### config.mk
export PLATFORM = sky130hd
export DESIGN_NAME = stopwatch_core
export DESIGN_NICKNAME = d
export VERILOG_FILES = /design/src/rtl/sw_pkg.sv /design/src/rtl/sw_prescaler.sv /design/src/rtl/sw_digit.sv /design/src/rtl/stopwatch_core.sv
export SDC_FILE = /design/constraint.sdc
export NUM_CORES = 1
export LEC_CHECK = 0
export BUFFER_PORTS_ARGS = -buffer_cell sky130_fd_sc_hd__clkbuf_2
export CORE_ASPECT_RATIO = 1.2
export CORE_MARGIN = 2
export CORE_UTILIZATION = 50
export CTS_BUF_LIST = sky130_fd_sc_hd__clkbuf_2
export DETAILED_ROUTE_END_ITERATION = 10
export HOLD_SLACK_MARGIN = 0.05
export PLACE_DENSITY_LB_ADDON = 0.1
export SYNTH_ARGS = -nofsm -noshare
export SYNTH_HDL_FRONTEND = slang
export SYNTH_HIERARCHICAL = 1
export SYNTH_SLANG_ARGS = --single-unit
### constraint.sdc
create_clock -name clk_i -period 7.3 [get_ports clk_i]
set_clock_uncertainty 0.15 [all_clocks]
set_input_delay 0.365 -clock clk_i [delete_from_list [all_inputs] [get_ports clk_i]]
set_output_delay 0.365 -clock clk_i [all_outputs]
set_load 0.02 [all_outputs]
### src/rtl/sw_pkg.sv
package sw_pkg;
    localparam int DIGIT_W    = 4;
    localparam int NUM_DIGITS = 4;

    typedef logic [DIGIT_W-1:0] bcd_t;

    // Radix of each position, least significant first:
    // tenths, seconds units, seconds tens, minutes.
    function automatic int radix_of(input int idx);
        case (idx)
            2:       return 6;
            default: return 10;
        endcase
    endfunction
endpackage

### src/rtl/sw_prescaler.sv
module sw_prescaler #(
    parameter int CLK_PER_TICK = 5_000_000
) (
    input  logic clk_i,
    input  logic rst_ni,
    input  logic run_i,
    input  logic clear_i,
    output logic tick_o
);
    localparam int CW = (CLK_PER_TICK > 1) ? $clog2(CLK_PER_TICK) : 1;
    localparam logic [CW-1:0] TERMINAL = CW'(CLK_PER_TICK - 1);

    logic [CW-1:0] count_q;
    logic          at_end;

    assign at_end = (count_q == TERMINAL);
    assign tick_o = run_i && !clear_i && at_end;

    always_ff @(posedge clk_i or negedge rst_ni) begin
        if (!rst_ni) begin
            count_q <= '0;
        end else if (clear_i) begin
            count_q <= '0;
        end else if (run_i) begin
            count_q <= at_end ? '0 : count_q + 1'b1;
        end
    end
endmodule

### src/rtl/sw_digit.sv
module sw_digit
    import sw_pkg::*;
#(
    parameter int RADIX = 10
) (
    input  logic clk_i,
    input  logic rst_ni,
    input  logic clear_i,
    input  logic step_i,
    output bcd_t value_o
);
    localparam bcd_t TOP = bcd_t'(RADIX - 1);

    always_ff @(posedge clk_i or negedge rst_ni) begin
        if (!rst_ni) begin
            value_o <= '0;
        end else if (clear_i) begin
            value_o <= '0;
        end else if (step_i) begin
            value_o <= (value_o == TOP) ? '0 : value_o + 1'b1;
        end
    end
endmodule

### src/rtl/stopwatch_core.sv
module stopwatch_core
    import sw_pkg::*;
#(
    parameter int CLK_PER_TICK = 5_000_000
) (
    input  logic       clk_i,
    input  logic       rst_ni,
    input  logic       run_i,
    input  logic       clear_i,
    output logic [3:0] tenths_o,
    output logic [3:0] sec_ones_o,
    output logic [3:0] sec_tens_o,
    output logic [3:0] min_o
);
    logic                  tick;
    logic [NUM_DIGITS-1:0] step;
    bcd_t                  digit [NUM_DIGITS];

    sw_prescaler #(
        .CLK_PER_TICK(CLK_PER_TICK)
    ) u_prescaler (
        .clk_i  (clk_i),
        .rst_ni (rst_ni),
        .run_i  (run_i),
        .clear_i(clear_i),
        .tick_o (tick)
    );

    assign step[0] = tick;

    // Chain of mixed-radix digits; a position steps when all lower ones roll over.
    for (genvar g = 0; g < NUM_DIGITS; g++) begin : g_digit
        sw_digit #(
            .RADIX(radix_of(g))
        ) u_digit (
            .clk_i  (clk_i),
            .rst_ni (rst_ni),
            .clear_i(clear_i),
            .step_i (step[g]),
            .value_o(digit[g])
        );
        if (g < NUM_DIGITS - 1) begin : g_carry
            assign step[g+1] = step[g] && (digit[g] == bcd_t'(radix_of(g) - 1));
        end
    end

    assign tenths_o   = digit[0];
    assign sec_ones_o = digit[1];
    assign sec_tens_o = digit[2];
    assign min_o      = digit[3];
endmodule

# After elaboration in Yosys (flattened, before gate mapping)
# Cells that the tools add are included.
word_totals:
  regBits: 39
  wordCells: 41
  out_inout_bits: 16
op_classes:
  reduce_logical: 11
  mux: 15
  n_eq_ne: 5
  add_sub_neg: 5
op_table:
  columns: ["operator", "count"]
  rows:
  - ["$mux W23", 3]
  - ["$mux W4", 12]
  - ["$add A23 B1 Y23 const B", 1]
  - ["$eq A23 B23 Y1 const B", 1]
  - ["$add A4 B1 Y4 const B", 4]
  - ["$eq A4 B4 Y1 const B", 3]
  - ["$reduce_bool A2 Y1", 5]
  - ["$logic_and A1 B1 Y1", 5]
  - ["$eq A4 B3 Y1 const B", 1]
  - ["$logic_not A1 Y1", 1]

# Depth between registers and ports, before layout
depth:
  ltp_word: 8
  mapped_depth: 9
  mapped_depth_nobuf: 9

# Cells and area by module
# Netlist, hierarchy kept.
by_module_without_submodules:
  columns: ["module", "n_inst", "cells_per_inst", "area_per_inst_um2", "seq_area_each_um2"]
  rows:
  - ["sw_prescaler", 1, 161, 1357.6, 575.6]
  - ["sw_digit (g_digit[0].u_digit ...)", 3, 24, 237.7, 100.1]
  - ["sw_digit (g_digit[2].u_digit)", 1, 22, 221.5, 100.1]
  - ["stopwatch_core", 1, 6, 67.6, 0.0]

# Least setup slack after synthesis
# No wires, ideal clock.
synth_timing:
  kind: "register to register"
  startpoint: "register u_prescaler.count_q[15]"
  endpoint: "register g_digit[2].u_digit.value_o[3]"
  path_slack_ns: 3.893
  path_buffers: 0
  setup_time_ns: 0.073
  stages_incl_launch_ff: 9
  synth_period_minus_slack_ns: 3.407
  t_required_ns: 7.077
  t_arrival_ns: 3.184
  cell_sequence: "dfrtp_1 -> or4_1 -> or4_4 -> nor3_1 -> nand4b_4 -> nor3_1 -> nand4_1 -> or3_1 -> a21oi_2"
synth_via:
  elab_chain_len: 5
synth_rtl:
  columns: ["element", "line_no", "rtl"]
  rows:
  - ["from (decl)", "sw_prescaler.sv:13", "logic [CW-1:0] count_q;"]
  - ["from (signal assigned)", "sw_prescaler.sv:25", "count_q <= at_end ? '0 : count_q + 1'b1;"]
  - ["$eq A23 B23 Y1", "sw_prescaler.sv:16", "assign at_end = (count_q == TERMINAL);"]
  - ["$logic_and A1 B1 Y1", "sw_prescaler.sv:17", "assign tick_o = run_i && !clear_i && at_end;"]
  - ["via step[0]", "stopwatch_core.sv:16", "logic [NUM_DIGITS-1:0] step;"]
  - ["$logic_and A1 B1 Y1 (2 in a row)", "stopwatch_core.sv:43", "assign step[g+1] = step[g] && (digit[g] == bcd_t'(radix_of(g) - 1));"]
  - ["via step[2]", "stopwatch_core.sv:16", null]
  - ["$reduce_bool A2 Y1 (no source line)", null, null]
  - ["to (signal assigned)", "sw_digit.sv:20", "value_o <= (value_o == TOP) ? '0 : value_o + 1'b1;"]
  - ["to (decl)", "sw_digit.sv:10", "output bcd_t value_o"]
# The timed path passes the listed nets, and every way through them passes these cells.
# A chain may end at the register's enable or synchronous reset.

# Final worst setup path
# Ends and elaborated chain as after synthesis.

==> metrics.txt <==
total of max-cap violations 0; Max Root-Sink Buffers 2; top-count cell post-synth dfrtp_1; flops & latches, synth 39; number of port buffers 19; GRT Util Overall 22.39%; Reg-to-Reg Start u_prescaler/count_q[15]; design area 2576 µm²; DRC violations left 0; Ports 20; DP HPWL 3552 µm; R2R setup slack 3.51 ns; detailed-route vias per instance approximately 6.1; post-route setup TNS 0 ns; share of layout cells above drive strength 1 roughly 14%; clock tree sinks 39; worst setup margin between 3 and 4 ns; sw frac 24.47%; CP arrival 3.99 ns; metal3 WL 193 µm; P&R area growth vs syn 9.173%; area of the multi-input gates 1325 µm²; Post-DRT Antenna Nets 0; status finished, final reports clean; H-tree levels 2; Internal Pwr Total 277.7 µW; Pwr per Cell Area approximately 140 nW/µm²; sequential share of power 59.5%; DIE AREA ~5300 µm²; CP dominant cell by count nor3_1; worst-path cell chain or4_1 -> or4_4 -> nor3_1 -> nand4b_4 -> nor3_1 -> nand4_1 -> or3_1 -> a21oi_2; hold_sp run_i; CTS buffer count 5; drt wl/cell 15.40 µm; Worst setup SP type flip-flop; area share of fa/ha/maj cells after synthesis 4.772%; Top Metal Used met4; minimum clock period 3.792 ns; largest family of logic cells by synthesized area simple AND/OR/NAND/NOR gates; sequential cell area fraction in the yosys report 41.36%; biggest area consumer among synthesized cells dfrtp_1; Fill cells between 400 and 500; WHS Path Cells 3; Root Buffer clkbuf_2; RSZ-0062 raised after global routing false; peak supply drop 0.0001152 V; first drt pass iteration count 4; post-synthesis compound-gate area fraction 15.27%; Overflow after GRT 0; final net count 296; Core Area 4561 µm²; Worst path slowest cell nor3_1; Synth Instances 261; Post-Synth Simple-Gate Area 35.31%; Post-Synth XOR/XNOR Area less than 1%; Synth Net Count 274; register area 975.9 µm²; Pleak between 0.001 and 0.0015 µW; Yosys cell types 47; number of max-slew violations in the final report 0; DRT Wirelength 5267 µm; number of synthesized flops with an enable pin 0; CP max FO 8; clock transition at the registers of the reported paths 0.21 ns; metal1 wirelength 2350 µm; Worst Hold End u_prescaler/count_q[20]; Tcrit/Tclk final 51.95%; Clk pwr share between 30% and 40%; GPL Wtd Cong 0.8468; die height slightly below 80 µm; row cnt 27; CP required about 7.5 ns; # diodes 0; Resize count post-CTS 0; reg2reg path depth 8; largest net degree at the start of global routing 40; switching power 89.99 µW; DR WL met2 approximately 2700 µm; Rel. slew slack 34.43%; maximum clock frequency 0.2637 GHz; Final Hold Fails 0; antenna violations before repair 0; largest stage delay on the critical path ~0.72 ns; clock latency on the worst-skew pair 0.40 ns; Reg-to-Reg End g_digit[2].u_digit/value_o[3]; die width 66.72 µm; Area contributors post-synth dfrtp_1, nand3_1, nand2_1; final setup fails 0; Cell Area, Synth approximately 2400 µm²; post-synthesis mux area share less than 1%; Setup Fix Bufs, Post-CTS 0; Comb pwr share roughly 5%; Via Count 2,086; synth warn 6; first-pass GRT wire length 9142 µm; worst hold path class input pin to flip-flop; top cells by count, synth dfrtp_1, nand2_1, nand3_1; crit end category flip-flop; Post-synth ARST share between 90% and 100%; Slew @ Worst Pin 0.9835 ns; worst setup path class flip-flop to flip-flop; share of the synthesized area in the top cell type between 40 and 50%; initial core utilization 51.74%; CTS tree built; vias in the first global route around 1,900; Post-CTS Hold Buffers 1; Placement Setup Slack ~3.6 ns; Post-synth top flop dfrtp_1; Area after DPL 2502 µm²; Post-Syn Area per Cell 9.041 µm²; DRT iter0 DRCs 132
worst max path at each step:
stage | end | slack [ns] | cells past startpoint | start
2_1_floorplan | g_digit[2].u_digit/value_o[3] | 3.89 | 8 | u_prescaler/count_q[15]
3_3_place_gp | g_digit[2].u_digit/value_o[3] | 3.61 | 8 | u_prescaler/count_q[15]
3_5_place_dp | g_digit[2].u_digit/value_o[3] | 3.57 | 9 | u_prescaler/count_q[0]
4_1_cts | g_digit[2].u_digit/value_o[3] | 3.52 | 9 | u_prescaler/count_q[0]
5_1_grt | g_digit[2].u_digit/value_o[3] | 3.26 | 9 | u_prescaler/count_q[0]
6_report | g_digit[2].u_digit/value_o[3] | 3.51 | 8 | u_prescaler/count_q[15]
worst max-delay path: cells and delay by family (launching register included):
kind / cells / cell delay (ns)
flops: 1 / 0.48
compound gates: 1 / 0.11
simple gates: 7 / 2.99
cell families (layout without fill, tap and decap cells):
logic type	after synthesis	after routing
simple gates	145	145
compound gates	53	53
fa+ha+maj	9	9
flops	39	39
xor+xnor	1	1
mux	1	1
buf+inv	13	36
layout by cell type (no fill, tap or decap), types with 2 or more instances in the layout:
cell type	n
a21oi_2	4
a22o_1	2
nand4bb_1	2
nor4b_1	2
clkbuf_2	24
inv_1	7
nand4_1	8
ha_1	9
nand2b_1	8
a21oi_1	13
o311ai_0	2
or2_2	2
or3_1	9
o31ai_1	2
and4b_1	3
nor3_1	7
nor4_1	2
nand3b_1	11
a221o_1	2
nand2_2	3
a21o_1	4
nand2_1	31
and4_1	3
nor2b_1	2
nand3_1	29
nor2_1	13
dfrtp_1	39
a21boi_0	3
a211o_1	4
and3_1	4
o22ai_1	2
o21ai_0	10
cell type report:
cell class | count | area share, %
inverter | 7 | 1.020
sequential | 39 | 37.88
multi-input combinational | 209 | 51.43
tap | 58 | 2.817
clock buffer | 5 | 0.9713
timing repair buffer | 21 | 4.371
clock inverter | 3 | 1.506
per-stage QoR:
stage,hold WS [ns],cells,util [%],total power (µW)
final,0.1956,342,56.49,367.7
after global routing,0.1551,342,56.49,388.4
after CTS,0.1729,342,56.49,371.9
after detailed placement,0.3793,333,54.87,240.8
after global placement,0.3621,333,54.87,240.5
after floorplan,-0.08059,261,-,231.3
flip-flops by register name, summed over array words and instances (netlist names):
name                     count
g_digit.u_digit/value_o     16
u_prescaler/count_q         23
per-layer routing:
layer	vias up	track usage, %
met5	-	0
met3	8	4.816
met1	1018	28.07
li1	1019	-
met2	41	37.70
met4	0	7.755
power by group through the flow:
stage / Combinational (µW) / Sequential, µW / Clock, µW
detailed placement: 18.5 / 222 / 0
global placement: 18.3 / 222 / 0
global route: 20.9 / 219 / 149
finish: 18.3 / 219 / 131
floorplan: 9.25 / 222 / 0
CTS: 18.8 / 219 / 134
Note: power is estimated with default switching activity, not from simulation.
